## config.mk

```make
export PLATFORM = sky130hd
export DESIGN_NAME = simt_reconv_stack
export DESIGN_NICKNAME = d
export VERILOG_FILES = /design/src/rtl/simt_reconv_stack.sv
export SDC_FILE = /design/constraint.sdc
export NUM_CORES = 2
export LEC_CHECK = 0
export BUFFER_PORTS_ARGS = -buffer_cell sky130_fd_sc_hd__buf_2
export CORE_MARGIN = 1.5
export CORE_UTILIZATION = 35
export DETAILED_ROUTE_END_ITERATION = 8
export PLACE_DENSITY = 0.57
export SYNTH_ARGS = -nofsm -noshare
export SYNTH_HDL_FRONTEND = slang
export SYNTH_SLANG_ARGS = --single-unit
```

## constraint.sdc

```tcl
create_clock -name clk -period 9.3 [get_ports clk]
set_clock_uncertainty 0.05 [all_clocks]
set_input_delay 0 -clock clk [delete_from_list [all_inputs] [get_ports clk]]
set_output_delay 0 -clock clk [all_outputs]
set_load 0.1 [all_outputs]
```

## src/rtl/simt_reconv_stack.sv

```systemverilog
module simt_reconv_stack #(
  parameter int LANES = 64,
  parameter int PC_W = 32,
  parameter int DEPTH = 8,
  parameter logic [PC_W-1:0] START_PC = '0,
  localparam int SPW = $clog2(DEPTH),
  localparam int DW = $clog2(DEPTH + 1)
) (
  input  logic             clk,
  input  logic             rst_n,
  input  logic             pc_wr,
  input  logic [PC_W-1:0]  pc_new,
  input  logic             br_valid,
  input  logic [PC_W-1:0]  br_target_pc,
  input  logic [PC_W-1:0]  br_fall_pc,
  input  logic [PC_W-1:0]  br_rpc,
  input  logic [LANES-1:0] br_taken,
  input  logic             pop_req,
  output logic [PC_W-1:0]  top_pc,
  output logic [PC_W-1:0]  top_rpc,
  output logic [LANES-1:0] top_mask,
  output logic [DW-1:0]    depth,
  output logic             err_overflow,
  output logic             err_underflow
);
  localparam logic [SPW-1:0] SP_LIM = SPW'(DEPTH - 3);

  logic [PC_W-1:0]  pc_q   [DEPTH];
  logic [PC_W-1:0]  rpc_q  [DEPTH];
  logic [LANES-1:0] mask_q [DEPTH];
  logic [SPW-1:0]   sp;

  logic [LANES-1:0] tk_mask, nt_mask;
  logic             reconv_hit, pop_now, split, full;

  assign top_pc   = pc_q[sp];
  assign top_rpc  = rpc_q[sp];
  assign top_mask = mask_q[sp];
  assign depth    = DW'(sp) + DW'(1);

  assign tk_mask    = top_mask & br_taken;
  assign nt_mask    = top_mask & ~br_taken;
  assign split      = (tk_mask != '0) && (nt_mask != '0);
  assign full       = sp > SP_LIM;
  assign reconv_hit = (sp != '0) && (top_pc == top_rpc);
  assign pop_now    = pop_req || reconv_hit;

  always_ff @(posedge clk) begin
    if (!rst_n) begin
      for (int i = 0; i < DEPTH; i++) begin
        pc_q[i]   <= '0;
        rpc_q[i]  <= '0;
        mask_q[i] <= '0;
      end
      pc_q[0]       <= START_PC;
      rpc_q[0]      <= '1;
      mask_q[0]     <= '1;
      sp            <= '0;
      err_overflow  <= 1'b0;
      err_underflow <= 1'b0;
    end else begin
      err_overflow  <= 1'b0;
      err_underflow <= 1'b0;
      if (pop_now) begin
        if (sp == '0) err_underflow <= 1'b1;
        else          sp <= sp - SPW'(1);
      end else if (br_valid) begin
        if (tk_mask == '0) begin
          pc_q[sp] <= br_fall_pc;
        end else if (nt_mask == '0) begin
          pc_q[sp] <= br_target_pc;
        end else if (full) begin
          err_overflow <= 1'b1;
        end else begin
          pc_q[sp]                <= br_rpc;
          pc_q[sp + SPW'(1)]      <= br_fall_pc;
          rpc_q[sp + SPW'(1)]     <= br_rpc;
          mask_q[sp + SPW'(1)]    <= nt_mask;
          pc_q[sp + SPW'(2)]      <= br_target_pc;
          rpc_q[sp + SPW'(2)]     <= br_rpc;
          mask_q[sp + SPW'(2)]    <= tk_mask;
          sp                      <= sp + SPW'(2);
        end
      end else if (pc_wr) begin
        pc_q[sp] <= pc_new;
      end
    end
  end


  depth_range_chk: assert property (@(posedge clk) disable iff (!rst_n)
    depth >= DW'(1) && depth <= DW'(DEPTH));


  div_push_chk: assert property (@(posedge clk) disable iff (!rst_n)
    (!pop_now && br_valid && split && !full) |=> depth == $past(depth) + DW'(2));


  auto_pop_chk: assert property (@(posedge clk) disable iff (!rst_n)
    reconv_hit |=> depth == $past(depth) - DW'(1));


  underflow_base_chk: assert property (@(posedge clk) disable iff (!rst_n)
    err_underflow |-> depth == DW'(1));


  no_overflow_change_chk: assert property (@(posedge clk) disable iff (!rst_n)
    (!pop_now && br_valid && split && full) |=> err_overflow && $stable(depth));


  pop_wins_chk: assert property (@(posedge clk) disable iff (!rst_n)
    (pop_req && sp != '0) |=> depth == $past(depth) - DW'(1));
endmodule

```

## After elaboration in Yosys (flattened, before gate mapping)

Memories as Yosys holds them, arrays and structs flattened. A register that Yosys moved wholly into a read port is not among the register bits.
Cells that the tools add are included.

- Bits in registers: 5
- Bits in writable memories: 1024
- Input bits: 197
- Output and inout bits: 134
- Logic and storage cells: 109
- Memories kept: 3

Memories:

| memory | words | bits a word | read ports | clocked after memory_dff | wr ports | RTL line | text |
|---|---|---|---|---|---|---|---|
| mask_q | 8 | 64 | 1 | 1 | 8 | 30 | `logic [LANES-1:0] mask_q [DEPTH];` |
| pc_q | 8 | 32 | 1 | 1 | 8 | 28 | `logic [PC_W-1:0] pc_q [DEPTH];` |
| rpc_q | 8 | 32 | 1 | 1 | 8 | 29 | `logic [PC_W-1:0] rpc_q [DEPTH];` |

- Add/subtract/negate cells: 4
- $lt $le $gt $ge: 1
- Equality and inequality tests: 5
- Muxes and demuxes: 65
- Bitwise gates (word level): 11
- Reduce and logical (&&, ||, !) cells: 17

Operators with widths:

| operator | count |
|---|---|
| 32-bit 2-to-1 mux | 10 |
| 64-bit 2-to-1 mux | 3 |
| 32-bit OR reduction | 5 |
| 64-bit AND | 2 |
| 64-bit logical NOT | 2 |
| 64-bit OR reduction | 2 |
| 64-bit inverter | 1 |
| 3-bit 2-to-1 mux | 19 |
| 1-bit 2-to-1 mux | 33 |
| 32-bit == test | 1 |
| 2-bit inequality test, second input constant | 4 |
| 1-bit bitwise OR | 6 |
| 5-bit AND reduction | 1 |
| 5-bit OR reduction | 1 |
| 3-bit by 1-bit adder with 4-bit output, second input constant | 1 |
| 3-bit by 1-bit adder with 3-bit output, second input constant | 1 |
| 3-bit by 2-bit adder with 3-bit output, second input constant | 1 |
| 3-bit greater-than comparator, second input constant | 1 |
| 3-bit logical NOT | 1 |
| 3-bit nonzero test | 1 |
| 3-bit by 1-bit subtractor with 3-bit output, second input constant | 1 |
| 1-bit inverter | 2 |
| 2-bit AND reduction | 1 |
| 2-bit nonzero test | 1 |
| other kinds (2) | 2 |

## Longest topological paths before layout

- Word-level depth: 14
- Depth in mapped cells: 23
- Mapped depth without buffers: 12

## Worst setup path after synthesis

No wires, ideal clock.

- Path type: reg-to-reg
- Start point: reg (tool-made name)
- End point: mem pc_q[7][0], enable pin
- Library setup time: 0.413 ns
- Arrival: 6.946 ns
- Required time: 8.837 ns
- Slack: 1.891 ns
- Cell stages (with the launch flop): 20
- Buffers on the path: 8
- Clock period less this slack: 7.409 ns
- Path through: dfxtp_1 buf_6 buf_8 buf_6 buf_6 buf_2 mux4_2 nand2_1 nand2_1 xnor2_1 nand4_1 nor4_2 a21oi_4 and3_1 buf_6 buf_2 nand2_1 buf_2 nand2_1 or2_1

RTL lines:

| what | RTL line |
|---|---|
| to (decl) | 28 |

==> impl_metrics.yaml <==
outcome:
  status: "finished, final reports clean"
finish:
  area_growth_pct: 16.71
  final_layout_size_suffix_gt1_frac: 0.1858
  nNetsFinal: 5372
  n_fill_cell: 15460
  final_cells: 7440
  final_cell_mix: "edfxtp_1 (1024), nor2_1 (575), mux2i_1 (429), buf_2 (330), dlygate4sd3_1 (263)"
  final_common_cell: "edfxtp_1"
routing:
  drc: 0
  drtIter0Drc: 6239
  via_count: 45000
  via_per_inst: 6.049
  wl_um: 234000
  wl_per_cell_um: 31.46
  drt-pass1-iter-count: 8
  antenna_left: 0
power_and_ir_drop:
  power_leakage_nw: 23.84
  power_density_nw_per_um2: 302.0
  power_mw: 20.26
  peakVddDrop_mv: 0.5362
cts:
  cts_tree: "built"
  clkSlewWorstSetupHoldPaths_ns: 0.07
  cts-root-buf: "clkbuf_16"
  ctsResizeCount: 0
  clk_latency_ns: 0.82
  htreeDepth: 3
  clock-sinks: 1032
  cts_made_buffers: 115
  clock_path_buffers: 3
floorplan:
  die_y_um: 408.2
  initial_core_util: 0.3527
  core_area_um2: 163000
  fp.dieW_um: 408.2
  dieArea_um2: 166700
  ios: 331
  placementRows: 148
critical_path:
  worstSetupStartpointType: "register"
  crit_fanout: 40
  crit_arrival_ns: 8.46
  critical-path-top-delay-family: "buffers and inverters"
  cp_common_cell: "buf_4"
  crit_chain: "buf_4 -> buf_4 -> mux4_2 -> mux2i_1 -> buf_4 -> o22ai_1 -> a221o_1 -> nor3_1 -> nand3_1 -> o41a_2 -> nand3_4 -> buf_4 -> nor3_4 -> buf_4 -> buf_4 -> o31ai_1 -> a21oi_1 -> dlygate4sd3_1"
  critPathMaxStageDelay_ns: 0.88
  path_buf_inv: 7
  r2r_slack_ns: 1.32
  cpMaxStageDelayCell: "dfxtp_4"
  endpoint_kind: "register"
  critPathKind: "register to register"
  cp.required_ns: 9.78
timing:
  slew_headroom: 0.1289
  post-route-period-util: 0.8583
  final-max-slew-violation-count: 0
  setup_viol: 0
  rsz0062_at_grt: "false"
  tightest_slew_ns: 1.270
  tns_ns: 0
  layout_min_cycle_time_ns: 7.982
  finalHoldViolations: 0
  fmax_mhz: 125.3
global_route:
  grt_max_degree: 74
  grt-ovfl-total: 0
  grt_pass1_wl_um: 329600
  grt_pass1_vias: 43580
  grt_antenna_before_repair: 31
  grt_usage: 0.2727
placed_design:
  place_hpwl_um: 141200
  placedCellCount: 6961
  gp_congestion: 0.9385
  portBuffers: 330
worst_hold_path:
  min_path_type: "input pin to register"
logic_synthesis:
  synth_nets: 5014
  ys_seq_area_frac: 0.5378
  syn_inst: 4808
  async_reset_ff_frac: 0
  yosysUniqueCellTypes: 73
  synth_edf_count: 1024
  synth_ff_type: "edfxtp_1"
  syn_area_per_cell_um2: 11.95
  ys_ff_latch: 1032
  synth_warnings: 0
  syn_area_um2: 57480
flow_run:
  drv_cap: 0
[worst register-to-register path, stage by stage, from the launching register on]
cell and delay (ns):
dfxtp_4 0.88, buf_4 0.55, buf_4 0.28, mux4_2 0.52, mux2i_1 0.14, buf_4 0.23, o22ai_1 0.22, a221o_1 0.47
nor3_1 0.43, nand3_1 0.14, o41a_2 0.74, nand3_4 0.64, buf_4 0.51, nor3_4 0.06, buf_4 0.37, buf_4 0.49
o31ai_1 0.38, a21oi_1 0.11, dlygate4sd3_1 0.56
[through the flow]
stage                     hold WS [ns]    util  area (um^2)  setup WS (ns)
after global placement          0.3299  0.3736        60890          1.714
after detailed placement        0.3506  0.3737        60890          1.697
final                           0.1419  0.4117        67080          1.318
after floorplan                 0.1167       -        57480          1.891
after CTS                      0.09009  0.4116        67070          1.417
after global routing            0.1458  0.4116        67070          1.174
[path summary, 6_finish.rpt]
kind	startpoint	end	cells after the start
max reg2reg	register	pc_q[6][10]	18
max	register	pc_q[6][10]	18
min reg2reg	sp[1]	register	4
min	br_taken[34]	mask_q[2][34]	4
[Yosys cell counts (105+ instances only)]
master	instances	area share
xnor2_1	128	0.020
mux2i_1	431	0.075
nor3_1	157	0.014
edfxtp_1	1024	0.53
buf_2	169	0.015
and2_1	133	0.014
clkbuf_1	192	0.013
nor2b_1	105	0.011
nor2_1	578	0.038
nand2_1	271	0.018
inv_1	156	0.010
mux4_2	209	0.082
a21oi_1	186	0.016
a22oi_1	157	0.021
[report_power, final]
group,internal (mW),switching [mW]
Sequential,5.70,0.291
Clock,2.36,2.06
Combinational,2.29,7.56
Total,10.3,9.91
[logic make-up after synthesis]
group,after synthesis,share of synthesized area
fa+ha+maj,9,0.001959
buf+inv,684,0.05566
compound gates,844,0.1007
simple gates,1425,0.1171
xor+xnor,142,0.02164
mux,672,0.1651
flops,1032,0.5378
[metal layers]
layer,GRT usage,vias up,part of all wire
met1,0.3573,22430,0.38
met4,0.1325,34,0.055
met5,0,-,0.00089
li1,-,18630,-
met2,0.4227,3250,0.45
met3,0.06646,654,0.11
[registers in the layout (all words and copies together) (netlist names), named ones only]
name           count
pc_q             256
err_overflow       1
rpc_q            256
err_underflow      1
sp                 3
mask_q           512
[layout make-up]
type,instances,area (um^2),area share
antenna,7,17.52,0.0002611
clock buffer,137,2960,0.04413
clock inverter,72,581.8,0.008673
inverter,191,716.9,0.01069
multi-input combinational,3092,23620,0.3521
sequential,1032,30920,0.4610
tap,2175,2721,0.04057
timing repair buffer,734,5543,0.08263
[repair_timing]
action	4_1_cts	5_1_grt
hold buffers	263	0
buffers inserted	0	0
endpoints found under the hold margin	1029	0
Note: power is estimated with default switching activity, not from simulation.
